**src/rtl/stk_pkg.sv**
```systemverilog
package stk_pkg;
   typedef enum logic [2:0] {
      PH_IDLE,
      PH_F1,
      PH_F2,
      PH_X1,
      PH_X2
   } phase_t;

   typedef enum logic [1:0] {
      CL_PUSH,
      CL_POP,
      CL_PFX,
      CL_BAD
   } cls_t;

   localparam int NREG   = 6;
   localparam int SEL_W  = 3;
   localparam int TCNT_W = 3;
endpackage

```
**src/rtl/stk_decode.sv**
```systemverilog
module stk_decode
   import stk_pkg::*;
#(
   parameter int DW = 8
) (
   input  logic [DW-1:0] op,
   input  logic          second,
   output cls_t          cls,
   output logic [1:0]    rs
);
   assign rs = op[5:4];

   always_comb begin
      if (!second) begin
         if (op[7:6] == 2'b11 && op[3:0] == 4'b0101)
            cls = CL_PUSH;
         else if (op[7:6] == 2'b11 && op[3:0] == 4'b0001)
            cls = CL_POP;
         else if (op[7:6] == 2'b11 && op[4:0] == 5'b11101)
            cls = CL_PFX;
         else
            cls = CL_BAD;
      end else begin
         if (op == DW'(8'hE5))
            cls = CL_PUSH;
         else if (op == DW'(8'hE1))
            cls = CL_POP;
         else
            cls = CL_BAD;
      end
   end
endmodule

```
**src/rtl/stk_tcount.sv**
```systemverilog
module stk_tcount #(
   parameter int TW = 3
) (
   input  logic          clk,
   input  logic          rst_n,
   input  logic          run,
   input  logic [TW-1:0] len,
   output logic [TW-1:0] tcnt,
   output logic          last
);
   assign last = run && (tcnt == len - TW'(1));

   always_ff @(posedge clk) begin
      if (!rst_n)
         tcnt <= '0;
      else if (!run || last)
         tcnt <= '0;
      else
         tcnt <= tcnt + TW'(1);
   end
endmodule

```
**src/rtl/stk_regfile.sv**
```systemverilog
module stk_regfile #(
   parameter int PW = 16,
   parameter int NR = 6,
   parameter int SW = 3
) (
   input  logic            clk,
   input  logic            rst_n,
   input  logic            we,
   input  logic [SW-1:0]   widx,
   input  logic [PW-1:0]   wdata,
   input  logic [SW-1:0]   ridx,
   output logic [PW-1:0]   rdata,
   output logic [NR*PW-1:0] flat
);
   for (genvar i = 0; i < NR; i++) begin : g_pair
      logic [PW-1:0] q;
      always_ff @(posedge clk) begin
         if (!rst_n)
            q <= '0;
         else if (we && widx == SW'(i))
            q <= wdata;
      end
      assign flat[i*PW +: PW] = q;
   end

   always_comb begin
      rdata = '0;
      for (int k = 0; k < NR; k++)
         if (ridx == SW'(k))
            rdata = flat[k*PW +: PW];
   end
endmodule

```
**src/rtl/stk_seq.sv**
```systemverilog
module stk_seq
   import stk_pkg::*;
#(
   parameter int          AW       = 16,
   parameter int          DW       = 8,
   parameter logic [15:0] SP_RESET = 16'h0300,
   parameter logic [15:0] PC_RESET = 16'h0000
) (
   input  logic            clk,
   input  logic            rst_n,
   input  logic            start,
   output logic [AW-1:0]   mem_addr,
   output logic            mem_rd,
   output logic            mem_wr,
   output logic [DW-1:0]   mem_wdata,
   input  logic [DW-1:0]   mem_rdata,
   output logic            done,
   output logic            illegal,
   output logic [2*DW-1:0] reg_bc,
   output logic [2*DW-1:0] reg_de,
   output logic [2*DW-1:0] reg_hl,
   output logic [2*DW-1:0] reg_af,
   output logic [2*DW-1:0] reg_ix,
   output logic [2*DW-1:0] reg_iy,
   output logic [AW-1:0]   reg_sp,
   output logic [AW-1:0]   reg_pc
);
   localparam int PW = 2 * DW;

   if (DW != 8) begin : g_dw_bad
      $error("stk_seq: opcode decode needs DW == 8");
   end
   if (AW < 8 || AW > 16) begin : g_aw_bad
      $error("stk_seq: AW must be in 8..16");
   end

   phase_t              ph;
   cls_t                cls_q;
   logic [SEL_W-1:0]    sel_q;
   logic [DW-1:0]       tmp_lo, tmp_hi;
   logic [AW-1:0]       sp_q, pc_q;

   cls_t                dcls;
   logic [1:0]          drs;
   logic [TCNT_W-1:0]   len, tcnt;
   logic                last, run, cap, xfer, xfer_push;
   logic [PW-1:0]       rpair;
   logic [NREG*PW-1:0]  flat;
   logic                rf_we;

   stk_decode #(.DW(DW)) u_dec (
      .op(mem_rdata), .second(ph == PH_F2), .cls(dcls), .rs(drs)
   );

   assign run = (ph != PH_IDLE);

   always_comb begin
      case (ph)
         PH_F1, PH_F2: len = (cls_q == CL_PUSH) ? TCNT_W'(5) : TCNT_W'(4);
         PH_X1, PH_X2: len = TCNT_W'(3);
         default:      len = TCNT_W'(4);
      endcase
   end

   stk_tcount #(.TW(TCNT_W)) u_tc (
      .clk(clk), .rst_n(rst_n), .run(run), .len(len), .tcnt(tcnt), .last(last)
   );

   assign cap       = run && (tcnt == '0);
   assign xfer      = (ph == PH_X1) || (ph == PH_X2);
   assign xfer_push = (cls_q == CL_PUSH);

   assign done    = last && (ph == PH_X2 || cls_q == CL_BAD);
   assign illegal = last && (cls_q == CL_BAD);
   assign rf_we   = last && (ph == PH_X2) && !xfer_push;

   stk_regfile #(.PW(PW), .NR(NREG), .SW(SEL_W)) u_rf (
      .clk(clk), .rst_n(rst_n), .we(rf_we), .widx(sel_q),
      .wdata({tmp_hi, tmp_lo}), .ridx(sel_q), .rdata(rpair), .flat(flat)
   );

   assign mem_rd = cap && ((ph == PH_F1) || (ph == PH_F2) || (xfer && !xfer_push));
   assign mem_wr = cap && xfer && xfer_push;

   always_comb begin
      case (ph)
         PH_X1:   mem_addr = xfer_push ? sp_q - AW'(1) : sp_q;
         PH_X2:   mem_addr = xfer_push ? sp_q - AW'(2) : sp_q + AW'(1);
         default: mem_addr = pc_q;
      endcase
   end

   assign mem_wdata = (ph == PH_X2) ? rpair[DW-1:0] : rpair[PW-1:DW];

   always_ff @(posedge clk) begin
      if (!rst_n) begin
         ph     <= PH_IDLE;
         cls_q  <= CL_BAD;
         sel_q  <= '0;
         tmp_lo <= '0;
         tmp_hi <= '0;
         sp_q   <= AW'(SP_RESET);
         pc_q   <= AW'(PC_RESET);
      end else begin
         if (cap && ph == PH_F1) begin
            cls_q <= dcls;
            sel_q <= {1'b0, drs};
            pc_q  <= pc_q + AW'(1);
         end
         if (cap && ph == PH_F2) begin
            cls_q <= dcls;
            sel_q <= sel_q[1] ? SEL_W'(5) : SEL_W'(4);
            pc_q  <= pc_q + AW'(1);
         end
         if (cap && ph == PH_X1 && !xfer_push) tmp_lo <= mem_rdata;
         if (cap && ph == PH_X2 && !xfer_push) tmp_hi <= mem_rdata;
         if (last && ph == PH_X2)
            sp_q <= xfer_push ? sp_q - AW'(2) : sp_q + AW'(2);

         case (ph)
            PH_IDLE: if (start) ph <= PH_F1;
            PH_F1: if (last) begin
               case (cls_q)
                  CL_PFX:  ph <= PH_F2;
                  CL_BAD:  ph <= PH_IDLE;
                  default: ph <= PH_X1;
               endcase
            end
            PH_F2: if (last) ph <= (cls_q == CL_BAD) ? PH_IDLE : PH_X1;
            PH_X1: if (last) ph <= PH_X2;
            PH_X2: if (last) ph <= PH_IDLE;
            default: ph <= PH_IDLE;
         endcase
      end
   end

   assign reg_bc = flat[0*PW +: PW];
   assign reg_de = flat[1*PW +: PW];
   assign reg_hl = flat[2*PW +: PW];
   assign reg_af = flat[3*PW +: PW];
   assign reg_ix = flat[4*PW +: PW];
   assign reg_iy = flat[5*PW +: PW];
   assign reg_sp = sp_q;
   assign reg_pc = pc_q;
endmodule

```
**config.mk**
```make
export PLATFORM = sky130hd
export DESIGN_NAME = stk_seq
export DESIGN_NICKNAME = d
export VERILOG_FILES = /design/src/rtl/stk_pkg.sv /design/src/rtl/stk_decode.sv /design/src/rtl/stk_tcount.sv /design/src/rtl/stk_regfile.sv /design/src/rtl/stk_seq.sv
export SDC_FILE = /design/constraint.sdc
export NUM_CORES = 1
export LEC_CHECK = 0
export ABC_AREA = 1
export CAP_MARGIN = 10
export CORE_MARGIN = 2
export CORE_UTILIZATION = 45
export DETAILED_ROUTE_END_ITERATION = 10
export PLACE_DENSITY_LB_ADDON = 0.08
export SLEW_MARGIN = 25
export SYNTH_ARGS = -nofsm -noshare
export SYNTH_HDL_FRONTEND = slang
export SYNTH_SLANG_ARGS = --single-unit
```
**constraint.sdc**
```tcl
create_clock -name clk -period 2.7 [get_ports clk]
set_clock_uncertainty 0.2 [all_clocks]
set_input_delay 0.675 -clock clk [delete_from_list [all_inputs] [get_ports clk]]
set_output_delay 0.675 -clock clk [all_outputs]
set_load 0.01 [all_outputs]
```
======== Word-level counts from Yosys, hierarchy flattened ========
Cells that the tools add are included.
storage, ports and cells
  output and inout port bits .............. 156
  memories kept ........................... 0
  input port bits ......................... 11
  register bits after elaboration ......... 155
  latch bits .............................. 0
  memory bits (read-only) ................. 0
  RAM bits ................................ 0
operators by class
  order comparisons ....................... 0
  bitwise logic cells ..................... 1
  eq/ne operators ......................... 23
  reductions and logical operators ........ 42
  $mul .................................... 0
  muxes and demuxes ....................... 34
  divide/modulo/power cells ............... 0
  add/subtract/negate cells ............... 7
  shifts and indexed selects .............. 0
operators by type and width
  cell                   count
  $mux 16                11
  $add 16x1->16 const B  2
  $pmux 16 s2            1
  $logic_and 1x1->1      25
  $mux 3                 7
  $add 16x2->16 const B  1
  $eq 8x8->1 const B     2
  $mux 2                 8
  $sub 16x1->16 const B  1
  $sub 16x2->16 const B  1
  $pmux 3 s5             1
  $eq 3x2->1 const B     4
  $ne 2x2->1 const B     5
  $eq 3x3->1 const B     3
  $logic_not 3->1        3
  $mux 8                 1
  $eq 2x2->1 const B     3
  $eq 3x1->1 const B     2
  $pmux 3 s2             1
  $reduce_or 2->1        3
  $eq 5x5->1 const B     1
  $logic_or 1x1->1       5
  $reduce_and 5->1       1
  $eq 4x1->1 const B     1
  other kinds (11)       14

======== Depth between registers and ports, before layout ========
Gate-level depths: netlist of run 1.
  depth in word-level cells ............... 9
  depth in mapped cells ................... 15
  depth with buffers taken out ............ 14

======== Modules after synthesis ========
A second synthesis of run 1 with hierarchy kept.
second synthesis, totals
  cell total of the unflattened synthesis .. 1250
  area total of the unflattened synthesis .. 8210.4 um^2
modules (own cells, without submodules)
  module       area each (um^2)  times used  cells each  sequential area each (um^2)
  stk_regfile  4120.2            1           594         1921.8
  stk_seq      3814.9            1           609         1101.1
  stk_tcount   210.2             1           34          60.1
  stk_decode   65.1              1           13          0.0

======== Least setup slack after synthesis of run 1 ========
OpenSTA, ideal clock, no wires.
  path type ............................... flip-flop to output port
  start point ............................. register cls_q[1]
  end point ............................... output mem_addr[1]
  data required time ...................... 1.825 ns
  arrival time ............................ 1.630 ns
  cell stages (with the launch flop) ...... 8
  buffers on the path ..................... 2
  slack ................................... 0.195 ns
  cells stage by stage .................... dfxtp_1 nor2_1 buf_2 clkinv_1 clkbuf_1 ha_1 nand2_1 o21ai_0
between the ends
  word-level cells in the longest chain between the ends .. 3
ends and longest elaborated chain
  item                               RTL line                      text
  start, declared                    stk_seq.sv:38                 cls_t cls_q;
  start signal, assigned             stk_seq.sv:106                cls_q <= dcls;
  start signal, assigned             stk_seq.sv:111                cls_q <= dcls;
  $logic_not 2->1 *                  stk_seq.sv:71                 assign xfer_push = (cls_q == CL_PUSH);
  $mux 16, on equally long branches  stk_seq.sv:88, stk_seq.sv:87
  $pmux 16 s2 *                      stk_seq.sv:86                 case (ph)
  end, declared                      stk_seq.sv:12                 output logic [AW-1:0] mem_addr,
Mark *: on every way between the ends. The rest lies on a longest branch, timed or not.

======== Final worst setup path of run 1 ========
  start point ............................. register sel_q[0]
  end point ............................... output mem_wdata[4]
between the ends
  word-level cells in the longest chain between the ends .. 8
ends and longest elaborated chain
  item                    RTL line           text
  start, declared         stk_seq.sv:39      logic [SEL_W-1:0] sel_q;
  start signal, assigned  stk_seq.sv:107     sel_q <= {1'b0, drs};
  start signal, assigned  stk_seq.sv:112     sel_q <= sel_q[1] ? SEL_W'(5) : SEL_W'(4);
  $logic_not 3->1         stk_regfile.sv:29  if (ridx == SW'(k))
  $mux 16 (5 in a row)    stk_regfile.sv:29
  $mux 16 *               stk_regfile.sv:29
  $mux 8 *                stk_seq.sv:93      assign mem_wdata = (ph == PH_X2) ? rpair[DW-1:0] : rpair[PW-1:DW];
  end, declared           stk_seq.sv:15      output logic [DW-1:0] mem_wdata,
Marks and branches as above.

==> results of run 1 <==
worst paths after layout:
path                                             to                     from  slack, ns
hold reg to reg             u_tc.tcnt[0]$_SDFF_PP0_  u_tc.tcnt[0]$_SDFF_PP0_       0.27
setup reg to reg  u_rf.g_pair[5].q[13]$_SDFFE_PN0P_       ph[1]$_SDFFE_PN0P_       0.31
setup / recovery                       mem_wdata[4]    sel_q[0]$_SDFFE_PN0P_      -0.24
hold / removal              u_tc.tcnt[0]$_SDFF_PP0_  u_tc.tcnt[0]$_SDFF_PP0_       0.27
critical path, cell delays in order, from the launching register on:
cell,delay (ns)
dfxtp_4,0.36
inv_4,0.05
nor3_4,0.19
buf_6,0.14
buf_6,0.10
clkinvlp_4,0.16
o21ai_1,0.17
o22ai_1,0.10
o21ai_1,0.10
nand2_1,0.08
nand2_2,0.09
buf_6,0.10
per-layer routing:
metal	vias to the layer above	share of wire, %	GRT usage [%]
met2	359	47	46.7
met3	51	7.1	4.63
met1	4121	43	37.9
li1	4513	-	-
met4	0	3.0	11.2
met5	-	0	0
logic make-up (layout without fill, tap and decap cells):
family          Yosys count  count (layout)
other cells               1               2
xor+xnor                 10              10
fa+ha+maj                 7               7
flops                   154             154
compound gates          195             195
simple gates            686             686
buf+inv                 229             473
synthesized netlist by cell type, types with 3 or more instances:
library cell,n,area [um2]
nand2_1,320,1200
nor2_1,275,1030
inv_1,157,589
dfxtp_1,154,3080
o21ai_0,92,460
a21oi_1,47,235
nand3_1,45,225
clkbuf_1,34,128
o221ai_1,19,166
nor3_1,14,70.1
o22ai_1,14,87.6
buf_6,12,135
buf_2,11,55.1
a22oi_1,8,60.1
ha_1,7,87.6
nand4_1,7,43.8
nand3_4,6,105
o211ai_1,6,45.0
xor2_1,6,52.6
clkinv_1,5,18.8
inv_2,4,15.0
nor2_4,4,45.0
xnor2_1,4,35.0
a31oi_1,3,18.8
and3_1,3,18.8
buf_1,3,11.3
nand2_2,3,18.8
flip-flops by register name, indices dropped and copies added (netlist names):
register / count
u_tc.tcnt: 3
ph: 3
cls_q: 2
tmp_lo: 8
tmp_hi: 8
reg_sp: 15
reg_pc: 16
sel_q: 3
u_rf.g_pair.q: 96
layout make-up:
class / count / share of cell area [%]
multi-input combinational: 899 / 39.5
sequential: 154 / 26.3
timing repair buffer: 272 / 20.9
inverter: 168 / 5.57
clock buffer: 19 / 3.82
tap: 229 / 2.42
clock inverter: 13 / 1.41
timing repair inverter: 1 / 0.0633
antenna: 1 / 0.0211
what timing repair did:
action | in CTS | in global routing
pin swaps | 27 | 33
setup buffers | 12 | 16
gates cloned | 2 | 0
hold buffers | 0 | 0
endpoints found under the setup margin | 28 | 28
resized for setup | 221 | 82
power by group through the flow:
stage	Clock, mW	Sequential, mW	Combinational (mW)
final	2.52	2.33	0.644
after CTS	2.54	2.32	0.583
after global placement	0	2.37	0.484
after global routing	2.65	2.33	0.690
after detailed placement	0	2.37	0.488
after floorplan	0	2.37	0.266
==> flow_summary.ini, run 1 <==
[timing]
layout_min_cycle_time_ns = 2.94
max-slew-margin-rel_pct = 60.0
slew_violations = 0
timing.hold.ws_ns = 0.274
fin_ws_ns = -0.237
fmax_mhz = 341
finalSetupViolations = 11
tightest_slew_ns = 0.601
hold_viol = 0
rsz0062_at_grt = yes
tns_ns = -1.84
layout_worst_path_cycle_share_pct = 109

[finish]
register_area_um2 = 3120
final_common_cell = nand2_1
fin_area_um2 = 11900
multi_input_area_um2 = 4680
fin_nets = 1531
final_layout_size_suffix_gt1_share_pct = 19.9
utilization_pct = 66.2
instances_no_fill = 1756
final_cell_mix = 300 x nand2_1, 264 x nor2_1, 144 x inv_1, 140 x dfxtp_1, 136 x clkdlybuf4s50_1
fillerInstances = 1556
area_delta_synth_final_pct = 44.7

[yosys]
ys_types = 42
synth_top_family_by_area = simple AND/OR/NAND/NOR gates
synth_seq_cells = 154
async_flop_share_pct = 0
synthCells = 1282
syn-num-nets = 1300
synth-simple-area-share_pct = 34.6
syn_area_um2 = 8190
muxShareOfSynthArea_pct = 0
synth-xor-area-share_pct = 1.07
yosysSeqAreaShare_pct = 37.6
syn-mean-instance-area_um2 = 6.39
synthFlopType = dfxtp_1
synth-edff-count = 0
synth-adder-area-share_pct = 1.07
synth-compound-area-share_pct = 13.6
synth_warnings = 0

[clock_network]
cts_sinks = 154
clk_pin_slew_ns = 0.06
htree_num_levels = 4
root_buffer = clkbuf_16
clockBufferDepth = 2
numCtsBuffers = 17
cts_tree = done
clk_latency_ns = 0.42

[global_routing]
grt_max_degree = 143
grt_pass1_wl_um = 43600
grtUsageTotal_pct = 28.5
grt_overflow = 0
antenna_found_initial = 1
grt_pass1_vias = 7966

[pwr]
power_density_nw_per_um2 = 463
internal_power_mw = 4.06
seqPwrFrac_pct = 42.3
ir_drop_uv = 514
power_frac_clock_pct = 46.0
power_frac_comb_pct = 11.7
power.total_mw = 5.49
cellLeakagePower_nw = 5.63
power_switching_mw = 1.44
switching_share_pct = 26.1

[critical_path]
criticalPathCategory = reg -> out
critPathMaxFanout = 8
r2r_cells = 15
crit_arrival_ns = 2.06
required_ns = 1.82
startpoint_type = flip-flop
cp-end-kind = output pin

[floorplanning]
die-width_um = 139
rows = 49
io_pins = 167
die_area_um2 = 19300
core_area_um2 = 17900
initial_core_util_pct = 45.8
fp.dieH_um = 139

[route]
wire_per_inst_um = 16.3
dr.pass1.iters = 5
drc = 0
drtIter0Drc = 714
vias = 9044
vias_per_cell = 5.15
drtAntennaViolNets = 0
routed_wl_um = 28700

[placement]
dpl.hpwl_um = 20200
gp_congestion = 0.928
place_area_um2 = 10400
portBuffers = 165
post-place-ws_ns = -0.211
dp.cells = 1695

[outcome]
failed_checks = setup timing
status = complete, but fails checks

[worst_hold_path]
min_path_type = reg -> reg
hold_depth = 1

[flow_run]
drv_cap = 0
No activity file was read; power rests on OpenSTA's default activity.
==> inputs of run 2 (changes only) <==
- PLACE_DENSITY: not set -> 0.77
- PLACE_DENSITY_LB_ADDON: 0.08 -> not set
==> run 2 against run 1 <==
Compared with the run above:
- the run still ends with setup timing left
- design area decreased by 0.50%
- die area unchanged
- critical path depth unchanged
- routed wire length increased by 3.0%
- non-clock buffer count increased by 14
- sequential power about the same
- sequential share of layout area increased by 0.14 points
- register-to-register slack got worse by 0.26 ns
- clock power increased by 7%
- worst setup slack got worse by 0.0087 ns
- critical endpoint is now mem_wdata[6]
- core utilization decreased by 0.33 points
- global-route usage increased by 0.17 points
==> flow_summary.ini, run 2 (synthesis results as in run 1) <==
[pwr]
power_switching_mw = 1.33
seqPwrFrac_pct = 41.7
power_density_nw_per_um2 = 472
power_frac_comb_pct = 10.0
ir_drop_uv = 458
switching_share_pct = 24.0
internal_power_mw = 4.23
power_frac_clock_pct = 48.3
cellLeakagePower_nw = 5.65

[global_routing]
grt_overflow = 0
grtUsageTotal_pct = 28.7
grt_max_degree = 68
antenna_found_initial = 0
grt_pass1_vias = 8244
grt_pass1_wl_um = 44300

[clock_network]
cts_sinks = 154
clk_pin_slew_ns = 0.06
root_buffer = clkbuf_16
cts_tree = done
numCtsBuffers = 17
htree_num_levels = 4
hold_buffers = 0
clk_latency_ns = 0.42
clockBufferDepth = 2

[worst_hold_path]
min_path_type = reg -> reg

[floorplanning]
die-width_um = 139
core_area_um2 = 17900
io_pins = 167
initial_core_util_pct = 45.8
fp.dieH_um = 139
rows = 49
die_area_um2 = 19300

[timing]
rsz0062_at_grt = yes
tightest_slew_ns = 0.567
layout_min_cycle_time_ns = 2.95
hold_viol = 0
fmax_mhz = 340
slew_violations = 0
max-slew-margin-rel_pct = 62.2
layout_worst_path_cycle_share_pct = 109
fin_ws_ns = -0.245
tns_ns = -1.87
finalSetupViolations = 15

[route]
wl_met3_um = 3060
vias_per_cell = 5.37
wl_met1_um = 11800
vias = 9486
wire_per_inst_um = 16.7
drc = 0
dr.pass1.iters = 6
dr.max_layer_used = met4
routed_wl_um = 29500
met2_length_um = 13400
drtAntennaViolNets = 0
drtIter0Drc = 1072

[flow_run]
drv_cap = 0

[finish]
fin_nets = 1545
final_layout_size_suffix_gt1_share_pct = 19.6
area_delta_synth_final_pct = 44.0
top_register = u_rf.g_pair.q
fillerInstances = 1488
final_cell_mix = 306 x nand2_1, 266 x nor2_1, 147 x inv_1, 139 x dfxtp_1, 136 x clkdlybuf4s50_1
largest_reg_flops = 96
instances_no_fill = 1766
final_common_cell = nand2_1
diodes = 0

[placement]
gp_congestion = 0.933
portBuffers = 165
dpl.hpwl_um = 20100
dp.cells = 1699

[outcome]
failed_checks = setup timing
status = complete, but fails checks

[critical_path]
critPathMaxFanout = 7
required_ns = 1.82
startpoint_type = flip-flop
criticalPathCategory = reg -> out
cp-end-kind = output pin
crit_arrival_ns = 2.07
[run 2: layout make-up]
type / instances / area [um2] / share of cell area (%)
multi-input combinational: 899 / 4510 / 38.2
sequential: 154 / 3120 / 26.4
timing repair buffer: 286 / 2560 / 21.7
inverter: 168 / 659 / 5.59
clock buffer: 18 / 429 / 3.64
tap: 229 / 287 / 2.43
clock inverter: 11 / 220 / 1.87
timing repair inverter: 1 / 7.51 / 0.0637
[run 2: layer usage]
layer / vias up / GRT usage (%)
met5: - / 0
met4: 0 / 13.8
met3: 106 / 6.11
met2: 586 / 44.6
met1: 4256 / 38.2
li1: 4538 / -
[run 2: critical path, cell delays in order, from the launching register on]
cell        delay (ns)
dfxtp_4           0.37
inv_4             0.03
nor3_2            0.14
buf_4             0.15
buf_6             0.09
clkinvlp_4        0.15
o21ai_1           0.23
o22ai_1           0.14
o21ai_0           0.09
nand2_1           0.07
nand2_1           0.06
buf_2             0.12
[run 2: final timing paths]
kind,from,to,slack [ns],cells past startpoint
hold reg to reg,u_tc.tcnt[0]$_SDFF_PP0_,u_tc.tcnt[0]$_SDFF_PP0_,0.27,1
hold / removal,u_tc.tcnt[0]$_SDFF_PP0_,u_tc.tcnt[0]$_SDFF_PP0_,0.27,1
setup / recovery,sel_q[0]$_SDFFE_PN0P_,mem_wdata[6],-0.25,11
setup reg to reg,reg_sp[4]$_SDFFE_PN0P_,reg_sp[10]$_SDFFE_PN0P_,0.05,18
[run 2: power groups by stage]
stage	logic (mW)	registers (mW)	clock network, mW
3_3_place_gp	0.497	2.36	0
4_1_cts	0.524	2.32	2.69
2_1_floorplan	0.266	2.37	0
3_5_place_dp	0.504	2.37	0
5_1_grt	0.602	2.32	2.80
6_report	0.555	2.32	2.69
[run 2: repair_timing]
action | 4_1_cts | 5_1_grt
cloned | 1 | 1
pin swaps | 33 | 36
buffers inserted | 30 | 7
gates resized for setup | 182 | 97
setup endpoints to repair | 28 | 30
[run 2: stage by stage]
step	cell area (um2)	util, %	setup slack [ns]	hold slack, ns	power [mW]
floorplan	8190	-	0.195	0.230	2.63
global placement	10500	58.6	-0.189	0.251	2.86
detailed placement	10500	58.6	-0.272	0.270	2.87
CTS	11500	64.1	-0.181	0.285	5.53
global route	11800	65.9	-0.355	0.298	5.73
finish	11800	65.9	-0.245	0.272	5.57
